$ cat src/rtl/rfs_pkg.sv
`timescale 1ns/1ps
// Shared types for the receive frame store.
package rfs_pkg;
    localparam int OCTET_W = 8;
    typedef logic [OCTET_W-1:0] octet_t;
    typedef enum logic {W_IDLE, W_RECV} wr_state_t;
endpackage

$ cat src/rtl/rfs_banks.sv
`timescale 1ns/1ps
// Two-bank byte storage with one write port and two asynchronous read ports.
// Assumes the caller never writes the bank it reads for the host; an
// out-of-range read address returns zero.
module rfs_banks
    import rfs_pkg::*;
#(
    parameter int DEPTH  = 129,
    parameter int ADDR_W = 8
) (
    input  logic              clk,
    input  logic              wr_en,
    input  logic              wr_bank,
    input  logic [ADDR_W-1:0] wr_addr,
    input  octet_t            wr_data,
    input  logic              rd_bank,
    input  logic [ADDR_W-1:0] rd_addr_a,
    output octet_t            rd_data_a,
    input  logic [ADDR_W-1:0] rd_addr_b,
    output octet_t            rd_data_b
);
    localparam logic [ADDR_W-1:0] TOP = ADDR_W'(DEPTH - 1);

    octet_t q_a [2];
    octet_t q_b [2];

    for (genvar b = 0; b < 2; b++) begin : g_bank
        octet_t mem [DEPTH];

        // Store one octet when this bank is the write target.
        always_ff @(posedge clk) begin
            if (wr_en && (wr_bank == 1'(b)) && (wr_addr <= TOP))
                mem[wr_addr] <= wr_data;
        end

        assign q_a[b] = (rd_addr_a <= TOP) ? mem[rd_addr_a] : '0;
        assign q_b[b] = (rd_addr_b <= TOP) ? mem[rd_addr_b] : '0;
    end

    assign rd_data_a = q_a[rd_bank];
    assign rd_data_b = q_b[rd_bank];
endmodule

$ cat src/rtl/rfs_writer.sv
`timescale 1ns/1ps
// Capture sequencer: accepts a frame into the bank opposite the readable one,
// appends the quality byte after the last octet, and commits by swapping banks
// when the verdict passes and the octet count equals the declared length.
// Assumes rx_start, rx_byte_vld and rx_end are single-cycle strobes.
module rfs_writer
    import rfs_pkg::*;
#(
    parameter int MAX_LEN = 128,
    parameter int ADDR_W  = 8
) (
    input  logic              clk,
    input  logic              rst_n,
    input  logic              rx_start,
    input  octet_t            rx_len,
    input  logic              rx_byte_vld,
    input  octet_t            rx_byte,
    input  logic              rx_end,
    input  octet_t            rx_lqi,
    input  logic              rx_frame_ok,
    output logic              wr_en,
    output logic              wr_bank,
    output logic [ADDR_W-1:0] wr_addr,
    output octet_t            wr_data,
    output logic              active_bank,
    output octet_t            frame_len,
    output logic              have_frame
);
    wr_state_t         state;
    logic [ADDR_W-1:0] cnt;
    logic [ADDR_W-1:0] pend;
    logic              len_ok;
    logic              room;

    assign len_ok = (rx_len != '0) && (int'(rx_len) <= MAX_LEN);
    assign room   = cnt < pend;

    // Frame sequencing, octet counting and the commit swap.
    always_ff @(posedge clk) begin
        if (!rst_n) begin
            state       <= W_IDLE;
            cnt         <= '0;
            pend        <= '0;
            active_bank <= 1'b0;
            frame_len   <= '0;
            have_frame  <= 1'b0;
        end else if (rx_start) begin
            state <= len_ok ? W_RECV : W_IDLE;
            cnt   <= '0;
            pend  <= ADDR_W'(rx_len);
        end else if (state == W_RECV && rx_end) begin
            state <= W_IDLE;
            if (rx_frame_ok && cnt == pend) begin
                active_bank <= ~active_bank;
                frame_len   <= OCTET_W'(pend);
                have_frame  <= 1'b1;
            end
        end else if (state == W_RECV && rx_byte_vld && room) begin
            cnt <= cnt + 1'b1;
        end
    end

    // Write port: payload octets while room remains, quality byte at end.
    always_comb begin
        wr_en   = (state == W_RECV) && !rx_start && (rx_end || (rx_byte_vld && room));
        wr_bank = ~active_bank;
        wr_addr = cnt;
        wr_data = rx_end ? rx_lqi : rx_byte;
    end

    p_wr_inactive_r6: assert property (@(posedge clk) disable iff (!rst_n)
        wr_en |-> (wr_bank != active_bank));
    p_fail_keeps_r6: assert property (@(posedge clk) disable iff (!rst_n)
        (state == W_RECV && rx_end && !rx_frame_ok && !rx_start)
        |=> ($stable(active_bank) && $stable(frame_len)));
    p_bad_len_r7: assert property (@(posedge clk) disable iff (!rst_n)
        (rx_start && !len_ok) |=> (state == W_IDLE));
    p_wr_bound_r10: assert property (@(posedge clk) disable iff (!rst_n)
        wr_en |-> (int'(wr_addr) <= MAX_LEN));
    p_len_legal_r7: assert property (@(posedge clk) disable iff (!rst_n)
        have_frame |-> (frame_len != '0 && int'(frame_len) <= MAX_LEN));
endmodule

$ cat src/rtl/rfs_reader.sv
`timescale 1ns/1ps
// Host read paths: a stream that yields length, payload, quality byte and then
// zeros, and a random path that returns stored bytes only. Both are
// registered. Assumes the bank data inputs are asynchronous reads of the
// readable bank.
module rfs_reader
    import rfs_pkg::*;
#(
    parameter int MAX_LEN = 128,
    parameter int ADDR_W  = 8
) (
    input  logic              clk,
    input  logic              rst_n,
    input  logic              burst_start,
    input  logic              burst_rd,
    input  logic              rnd_rd,
    input  logic [ADDR_W-1:0] rnd_addr,
    input  octet_t            frame_len,
    input  logic              have_frame,
    output logic [ADDR_W-1:0] addr_a,
    input  octet_t            q_a,
    output logic [ADDR_W-1:0] addr_b,
    input  octet_t            q_b,
    output octet_t            burst_data,
    output octet_t            rnd_data
);
    localparam int IDX_W = $clog2(MAX_LEN + 3);

    logic [IDX_W-1:0] idx;
    logic [IDX_W-1:0] cur;
    logic [IDX_W-1:0] last;
    octet_t           sel;

    // Pick the stream position and the byte it maps to.
    always_comb begin
        cur    = burst_start ? '0 : idx;
        last   = IDX_W'(frame_len) + 1'b1;
        addr_a = ADDR_W'(cur - 1'b1);
        addr_b = rnd_addr;
        if (!have_frame)       sel = '0;
        else if (cur == '0)    sel = frame_len;
        else if (cur <= last)  sel = q_a;
        else                   sel = '0;
    end

    // Stream index and registered stream data.
    always_ff @(posedge clk) begin
        if (!rst_n) begin
            idx        <= '0;
            burst_data <= '0;
        end else if (burst_rd) begin
            burst_data <= sel;
            idx        <= (cur <= last) ? cur + 1'b1 : cur;
        end else if (burst_start) begin
            idx <= '0;
        end
    end

    // Registered random-address data.
    always_ff @(posedge clk) begin
        if (!rst_n)      rnd_data <= '0;
        else if (rnd_rd) rnd_data <= have_frame ? q_b : '0;
    end

    p_tail_zero_r4: assert property (@(posedge clk) disable iff (!rst_n)
        (burst_rd && !burst_start && idx > last) |=> (burst_data == '0));
    p_start_len_r5: assert property (@(posedge clk) disable iff (!rst_n)
        (burst_rd && burst_start && have_frame) |=> (burst_data == $past(frame_len)));
    p_empty_zero_r9: assert property (@(posedge clk) disable iff (!rst_n)
        !have_frame |-> (burst_data == '0 && rnd_data == '0));
endmodule

$ cat src/rtl/rx_frame_store.sv
`timescale 1ns/1ps
// Receive frame store top: capture sequencer, two-bank storage and host read
// paths. The host always sees the last committed frame; the next frame is
// built in the other bank.
module rx_frame_store
    import rfs_pkg::*;
#(
    parameter int MAX_LEN = 128
) (
    input  logic       clk,
    input  logic       rst_n,
    input  logic       rx_start,
    input  logic [7:0] rx_len,
    input  logic       rx_byte_vld,
    input  logic [7:0] rx_byte,
    input  logic       rx_end,
    input  logic [7:0] rx_lqi,
    input  logic       rx_frame_ok,
    input  logic       burst_start,
    input  logic       burst_rd,
    output logic [7:0] burst_data,
    input  logic       rnd_rd,
    input  logic [7:0] rnd_addr,
    output logic [7:0] rnd_data
);
    localparam int DEPTH  = MAX_LEN + 1;
    localparam int ADDR_W = $clog2(DEPTH);

    logic              wr_en;
    logic              wr_bank;
    logic [ADDR_W-1:0] wr_addr;
    octet_t            wr_data;
    logic              active_bank;
    octet_t            frame_len;
    logic              have_frame;
    logic [ADDR_W-1:0] addr_a;
    logic [ADDR_W-1:0] addr_b;
    octet_t            q_a;
    octet_t            q_b;

    rfs_writer #(.MAX_LEN(MAX_LEN), .ADDR_W(ADDR_W)) u_writer (
        .clk(clk), .rst_n(rst_n),
        .rx_start(rx_start), .rx_len(rx_len),
        .rx_byte_vld(rx_byte_vld), .rx_byte(rx_byte),
        .rx_end(rx_end), .rx_lqi(rx_lqi), .rx_frame_ok(rx_frame_ok),
        .wr_en(wr_en), .wr_bank(wr_bank), .wr_addr(wr_addr), .wr_data(wr_data),
        .active_bank(active_bank), .frame_len(frame_len), .have_frame(have_frame)
    );

    rfs_banks #(.DEPTH(DEPTH), .ADDR_W(ADDR_W)) u_banks (
        .clk(clk),
        .wr_en(wr_en), .wr_bank(wr_bank), .wr_addr(wr_addr), .wr_data(wr_data),
        .rd_bank(active_bank),
        .rd_addr_a(addr_a), .rd_data_a(q_a),
        .rd_addr_b(addr_b), .rd_data_b(q_b)
    );

    rfs_reader #(.MAX_LEN(MAX_LEN), .ADDR_W(ADDR_W)) u_reader (
        .clk(clk), .rst_n(rst_n),
        .burst_start(burst_start), .burst_rd(burst_rd),
        .rnd_rd(rnd_rd), .rnd_addr(ADDR_W'(rnd_addr)),
        .frame_len(frame_len), .have_frame(have_frame),
        .addr_a(addr_a), .q_a(q_a), .addr_b(addr_b), .q_b(q_b),
        .burst_data(burst_data), .rnd_data(rnd_data)
    );
endmodule

$ cat config.mk
export PLATFORM = sky130hd
export DESIGN_NAME = rx_frame_store
export DESIGN_NICKNAME = d
export VERILOG_FILES = /design/src/rtl/rfs_pkg.sv /design/src/rtl/rfs_banks.sv /design/src/rtl/rfs_writer.sv /design/src/rtl/rfs_reader.sv /design/src/rtl/rx_frame_store.sv
export SDC_FILE = /design/constraint.sdc
export NUM_CORES = 2
export LEC_CHECK = 0
export BUFFER_PORTS_ARGS = -buffer_cell sky130_fd_sc_hd__buf_4
export CORE_ASPECT_RATIO = 0.9
export CORE_UTILIZATION = 40
export CTS_CLUSTER_DIAMETER = 120
export DETAILED_ROUTE_END_ITERATION = 8
export PLACE_DENSITY_LB_ADDON = 0.1
export SYNTH_ARGS = -nofsm -noshare
export SYNTH_HDL_FRONTEND = slang
export SYNTH_SLANG_ARGS = --single-unit
$ cat constraint.sdc
create_clock -name clk -period 5.7 [get_ports clk]
set_clock_uncertainty 0.05 [all_clocks]
set_input_delay 0.57 -clock clk [delete_from_list [all_inputs] [get_ports clk]]
set_output_delay 0.57 -clock clk [all_outputs]
set_load 0.01 [all_outputs]
* Word level (Yosys, flattened, before mapping)
Memories as Yosys holds them, arrays and structs flattened.
Index checks and enable logic that the tools add are counted.
** Cells by class
- Reduce and logical (&&, ||, !) cells :: 20
- $add $sub $neg :: 4
- Bitwise gates (word level) :: 5
- Equal/unequal tests :: 1
- Mux-type cells :: 25
- Magnitude comparators :: 7
** Operators with widths (number)
- 8-bit two-way mux :: 18
- 8-bit less-or-equal comparator (second input constant) :: 4
- 8-bit by 1-bit adder with 8-bit output (second input constant) :: 3
- 1-bit logical AND :: 12
- 8-bit == test :: 1
- 8-bit less-or-equal comparator :: 1
- 8-bit logical NOT :: 1
- 8-bit less-than comparator :: 1
- 8-bit nonzero test :: 1
- 8-bit by 1-bit subtractor with 8-bit output (second input constant) :: 1
- 1-bit two-way mux :: 7
- 1-bit inverter :: 4
- 3-bit AND reduction :: 1
- 2-bit >= comparator (second input constant) :: 1
- 1-bit inverter with 2-bit output :: 1
- 2-bit AND reduction :: 1
- 2-bit nonzero test :: 1
- 2-bit OR reduction :: 1
- 1-bit logical NOT :: 1
- 1-bit logical OR :: 1
** Word-level totals
- Output and inout bits :: 16
- Bits in writable memories :: 2064
- Word-level logic and storage cells :: 73
- Memories kept :: 2
- Bits of input ports :: 41
- Register bits after elaboration :: 51
** Memory list
- u_banks.g_bank[0].mem :: depth 129, width 8, read ports 2, clocked after Yosys merged registers in 0, wr ports 1, line rfs_banks.sv:28 : octet_t mem [DEPTH];
- u_banks.g_bank[1].mem :: depth 129, width 8, read ports 2, clocked after Yosys merged registers in 0, wr ports 1, line rfs_banks.sv:28

* Longest topological paths before layout
- Depth in word-level cells :: 10
- Mapped depth :: 19
- Gate-level depth less buffers :: 14

* Cells and area by module
Synthesis repeated with hierarchy kept, for this count alone.
** Second synthesis, totals
- Cell total of the unflattened synthesis :: 5400
- Area total of the unflattened synthesis :: 100452.6 um^2
** By module, submodules not included
- rfs_banks :: sequential area each 61979.4 um^2, area an instance 97378.4 um^2, cells each 5049, times used 1
- rfs_reader :: sequential area each 480.5 um^2, area an instance 1616.6 um^2, cells each 194, times used 1
- rfs_writer :: sequential area each 540.5 um^2, area an instance 1457.6 um^2, cells each 157, times used 1

* Least setup slack after synthesis
No wires, ideal clock.
- Path kind :: in2reg
- Start :: input burst_start
- End :: register u_reader.burst_data[3]
- Buffers on the path :: 7
- Stages :: 18
- Path slack :: 2129 ps
- Data required time :: 5591 ps
- Arrival time :: 3462 ps
- Path through :: nand2b_1 > buf_6 > buf_12 > buf_6 > buf_8 > buf_2 > buf_2 > buf_4 > ha_1 > nor2b_1 > o22ai_1 > nand2_1 > a21oi_1 > a211o_1 > and3_4 > or4b_1 > a211oi_1 > a221o_1
** Between the ends
- Word-level cells in the longest chain between the ends :: 10
** Ends and longest elaborated chain
- start: declaration :: line rx_frame_store.sv:19 : input logic burst_start,
- 8-bit two-way mux *
- 8-bit by 1-bit subtractor with 8-bit output :: line rfs_reader.sv:38 : addr_a = ADDR_W'(cur - 1'b1);
- memory read 129 x 8 bit or 8-bit less-or-equal comparator (tied branches)
- 8-bit two-way mux :: line rfs_banks.sv:36 : assign q_a[b] = (rd_addr_a <= TOP) ? mem[rd_addr_a] : '0;
- 8-bit two-way mux (not written as such) (3 in series) :: line rfs_banks.sv:40 : assign rd_data_a = q_a[rd_bank];
- 8-bit two-way mux :: line rfs_reader.sv:42 : else if (cur <= last) sel = q_a;
- 8-bit two-way mux * :: line rfs_reader.sv:41 : else if (cur == '0) sel = frame_len;
- 8-bit two-way mux * :: line rfs_reader.sv:40 : if (!have_frame) sel = '0;
- end signal: assignment :: line rfs_reader.sv:52 : burst_data <= sel;
- end: declaration :: line rfs_reader.sv:24 : output octet_t burst_data,
Every way passes the cells marked *; elsewhere a longest branch is shown, timed or not. The select of a mux whose other input is x is not followed.
A chain may end at the register's enable or synchronous reset.

* Final worst setup path
Ends and elaborated chain as after synthesis.

==> impl_metrics.toml <==
[clock_tree]
cts_setup_buffers = 0
cts_sinks = 2115
cts-hold-fix-buffers = 10
clkLatencyLatePin_ns = 0.90
clkTransAtPathRegs_ns = 0.06
htree_levels = 4
clock_path_buffers = 4
cts_resized = 0
cts-buffers-inserted = 234
cts_tree = "yes"
clk_root_buffer_cell = "clkbuf_16"

[routing]
dr.pass1.iters = 8
drt_wl_total_mm = 404
vias_per_cell = 6.65
drt_iter0_drc = 10200
ant_nets = 0
routedWlPerCell_um = 39.1
vias = 68800
drc = 0

[worst_setup_path]
cp.required_ns = 6.45
cpPeakStageDelay_ns = 0.88
crit_path_frequent_cell = "nand2b_1"
startpoint_type = "primary input"
crit_path_end_kind = "flip-flop"
critPathSlowestCell = "nand2b_1"
worstSetupPathType = "primary input to flip-flop"
cp.arrival_ns = 6.27
path_max_fanout = 34
crit_chain = "dlygate4sd3_1, buf_4, nand2b_1, ha_4, nor2_1, or2_4, nand2b_1, o22ai_1, o21ai_0, a32oi_1, o211ai_1, a221o_1"

[timing]
setup_viol = 0
finalCritPeriodShare_pct = 96.8
hold_viol_final = 0
fin_hold_ws_ns = 0.0765
rsz0062_at_grt = "false"
relSlewSlack_pct = 2.32
period_minus_slack_ns = 5.52
setup_tns_ns = 0
worst_pin_slew_ns = 1.46
final_max_slew_viol_count = 0
max_freq_ghz = 0.181

[floorplanning]
dieHeight_um = 480
start_util_pct = 40.2
die_area_um2 = 256000
num_rows = 175
die_w_um = 533
ios = 57
core_area_um2 = 252000

[yosys]
synthFlopType = "edfxtp_1"
syn_inst = 6637
avgSynthCellArea_um2 = 15.3
synth_cell_types = 88
synth_nets = 6701
yosysSeqAreaShare_pct = 62.0
yosysWarnings = 0
synth_edf_count = 2064
synth_area_um2 = 102000
ys_seq_elements = 2115
synth-async-reset-ratio_pct = 0

[grt]
grt_pass1_wl_mm = 551
grt_pass1_vias = 65800
grt-ovfl-total = 0
grt_max_degree = 135
antenna_found_initial = 28
grt_use_total_pct = 31.0

[place]
place.gp.congestion = 0.925
numPortBuffers = 56
hpwlAfterDp_mm = 259

[pwr]
power_per_cell_area_nw_per_um2 = 312
cellLeakagePower_nw = 37.4
ir_drop_v = 0.000268

[final_layout]
drive_gt1_share_pct = 20.1
synthToLayoutAreaGrowth_pct = 12.5
utilization_pct = 45.2
nNetsFinal = 6847

[run_status]
status = "complete, no violations"

[run]
cap_violations = 0

[min_path]
hold_path_class = "primary input to flip-flop"
-- worst paths after layout --
check | from | to | slack [ns] | cells after the start
min | rx_start | u_writer.state | 0.08 | 3
max | burst_start | u_reader.burst_data[3] | 0.18 | 12
min reg2reg | u_reader.rnd_data[6] | u_reader.rnd_data[6] | 0.51 | 2
max reg2reg | u_reader.idx[0] | u_reader.burst_data[3] | 0.38 | 10
-- state kept, by name, indices dropped and copies added, names as in the netlist, 8 cells and up --
register and flops:
u_writer.frame_len 8, u_reader.idx 8, u_writer.pend 8, u_reader.rnd_data 8, u_reader.burst_data 8, u_writer.wr_addr 8
u_banks.g_bank.mem 2064
-- worst max-delay path: cells and delay by family --
family | cells | cell delay (ns)
buffers and inverters | 2 | 0.85
adders and majority gates | 1 | 0.28
and+or+nand+nor | 4 | 2.45
AOI/OAI and AO/OA | 5 | 2.06
-- final cells by class --
type | instances | area [um^2]
Timing Repair Buffer | 438 | 4090
Tap cell | 3363 | 4210
Sequential cell | 2115 | 63000
Inverter | 34 | 160
Fill cell | 22000 | 138000
Clock inverter | 111 | 907
Clock buffer | 309 | 6260
Multi-Input combinational cell | 3960 | 35600
Antenna cell | 12 | 30.0
-- where the power goes --
| part | switching (W) | internal, W |
|---|---|---|
| sequential | 0.00000961 | 0.0172 |
| clock | 0.00640 | 0.00829 |
| combinational | 0.00259 | 0.00117 |
-- cell usage after synthesis, drive strengths merged, types with 14 or more instances --
cell type | count | share of area [%]
dfxtp | 51 | 1.0
mux2i | 612 | 6.0
clkbuf | 168 | 0.62
o221ai | 237 | 2.0
a31oi | 40 | 0.25
o22ai | 146 | 0.90
a32oi | 94 | 0.81
nand4 | 84 | 0.52
a211oi | 23 | 0.17
nor2b | 46 | 0.28
and3 | 31 | 0.20
mux4 | 623 | 14
o21ai | 32 | 0.16
o31ai | 18 | 0.15
inv | 33 | 0.13
buf | 360 | 2.5
xnor2 | 14 | 0.14
nor2 | 326 | 1.2
edfxtp | 2064 | 61
ha | 23 | 0.28
a311oi | 14 | 0.12
nor4 | 33 | 0.20
nor3 | 159 | 0.79
nand2 | 797 | 2.9
a21oi | 179 | 0.88
mux2 | 14 | 0.16
nand3 | 264 | 1.3
nand2b | 15 | 0.092
-- per-stage QoR --
step | cells | area (um^2) | setup slack, ns | power [W]
6_report | 10300 | 114000 | 0.180 | 0.0356
5_1_grt | 10300 | 114000 | 0.441 | 0.0364
4_1_cts | 10300 | 114000 | 0.707 | 0.0357
3_5_place_dp | 9899 | 107000 | 0.398 | 0.0212
3_3_place_gp | 9898 | 107000 | 0.223 | 0.0212
2_1_floorplan | 6637 | 102000 | 2.13 | 0.0196
-- kinds of logic after synthesis --
kind of cell	count (synthesis)	synth area share, %
DFF	2115	62.0
muxes	1249	20.1
buffers and inverters	562	3.26
AOI/OAI and AO/OA	864	6.19
and+or+nand+nor	1802	7.89
adders and majority gates	23	0.283
xor gates and xnor gates	22	0.208
-- cell usage in the layout, fill, tap and decap left out, types with 13 or more instances in the layout --
cell and n:
o21ai_0 28, ha_1 22, edfxtp_1 2064, a211oi_1 22, nor3_1 154, clkbuf_16 236
clkinv_2 33, o31ai_1 17, inv_1 31, mux2i_1 605, buf_12 60, mux4_1 28
nand2_1 785, nor4_1 33, buf_4 362, nand3_1 260, nand2b_1 13, o221ai_1 237
clkbuf_1 65, nor2b_1 46, bufinv_16 14, a311oi_1 14, a32oi_1 94, o22ai_1 146
and3_1 29, nor2_1 323, nand4_1 84, mux4_2 595, clkinv_1 52, a21oi_1 179
a31oi_1 40, dfxtp_1 51
-- layer usage --
metal  global-route usage [%]  wire length [um]
met5                        0                80
met4                     11.3             16800
met3                     7.49             44000
met2                     45.5            175000
met1                     44.6            168000
Note: power is estimated with default switching activity, not from simulation.
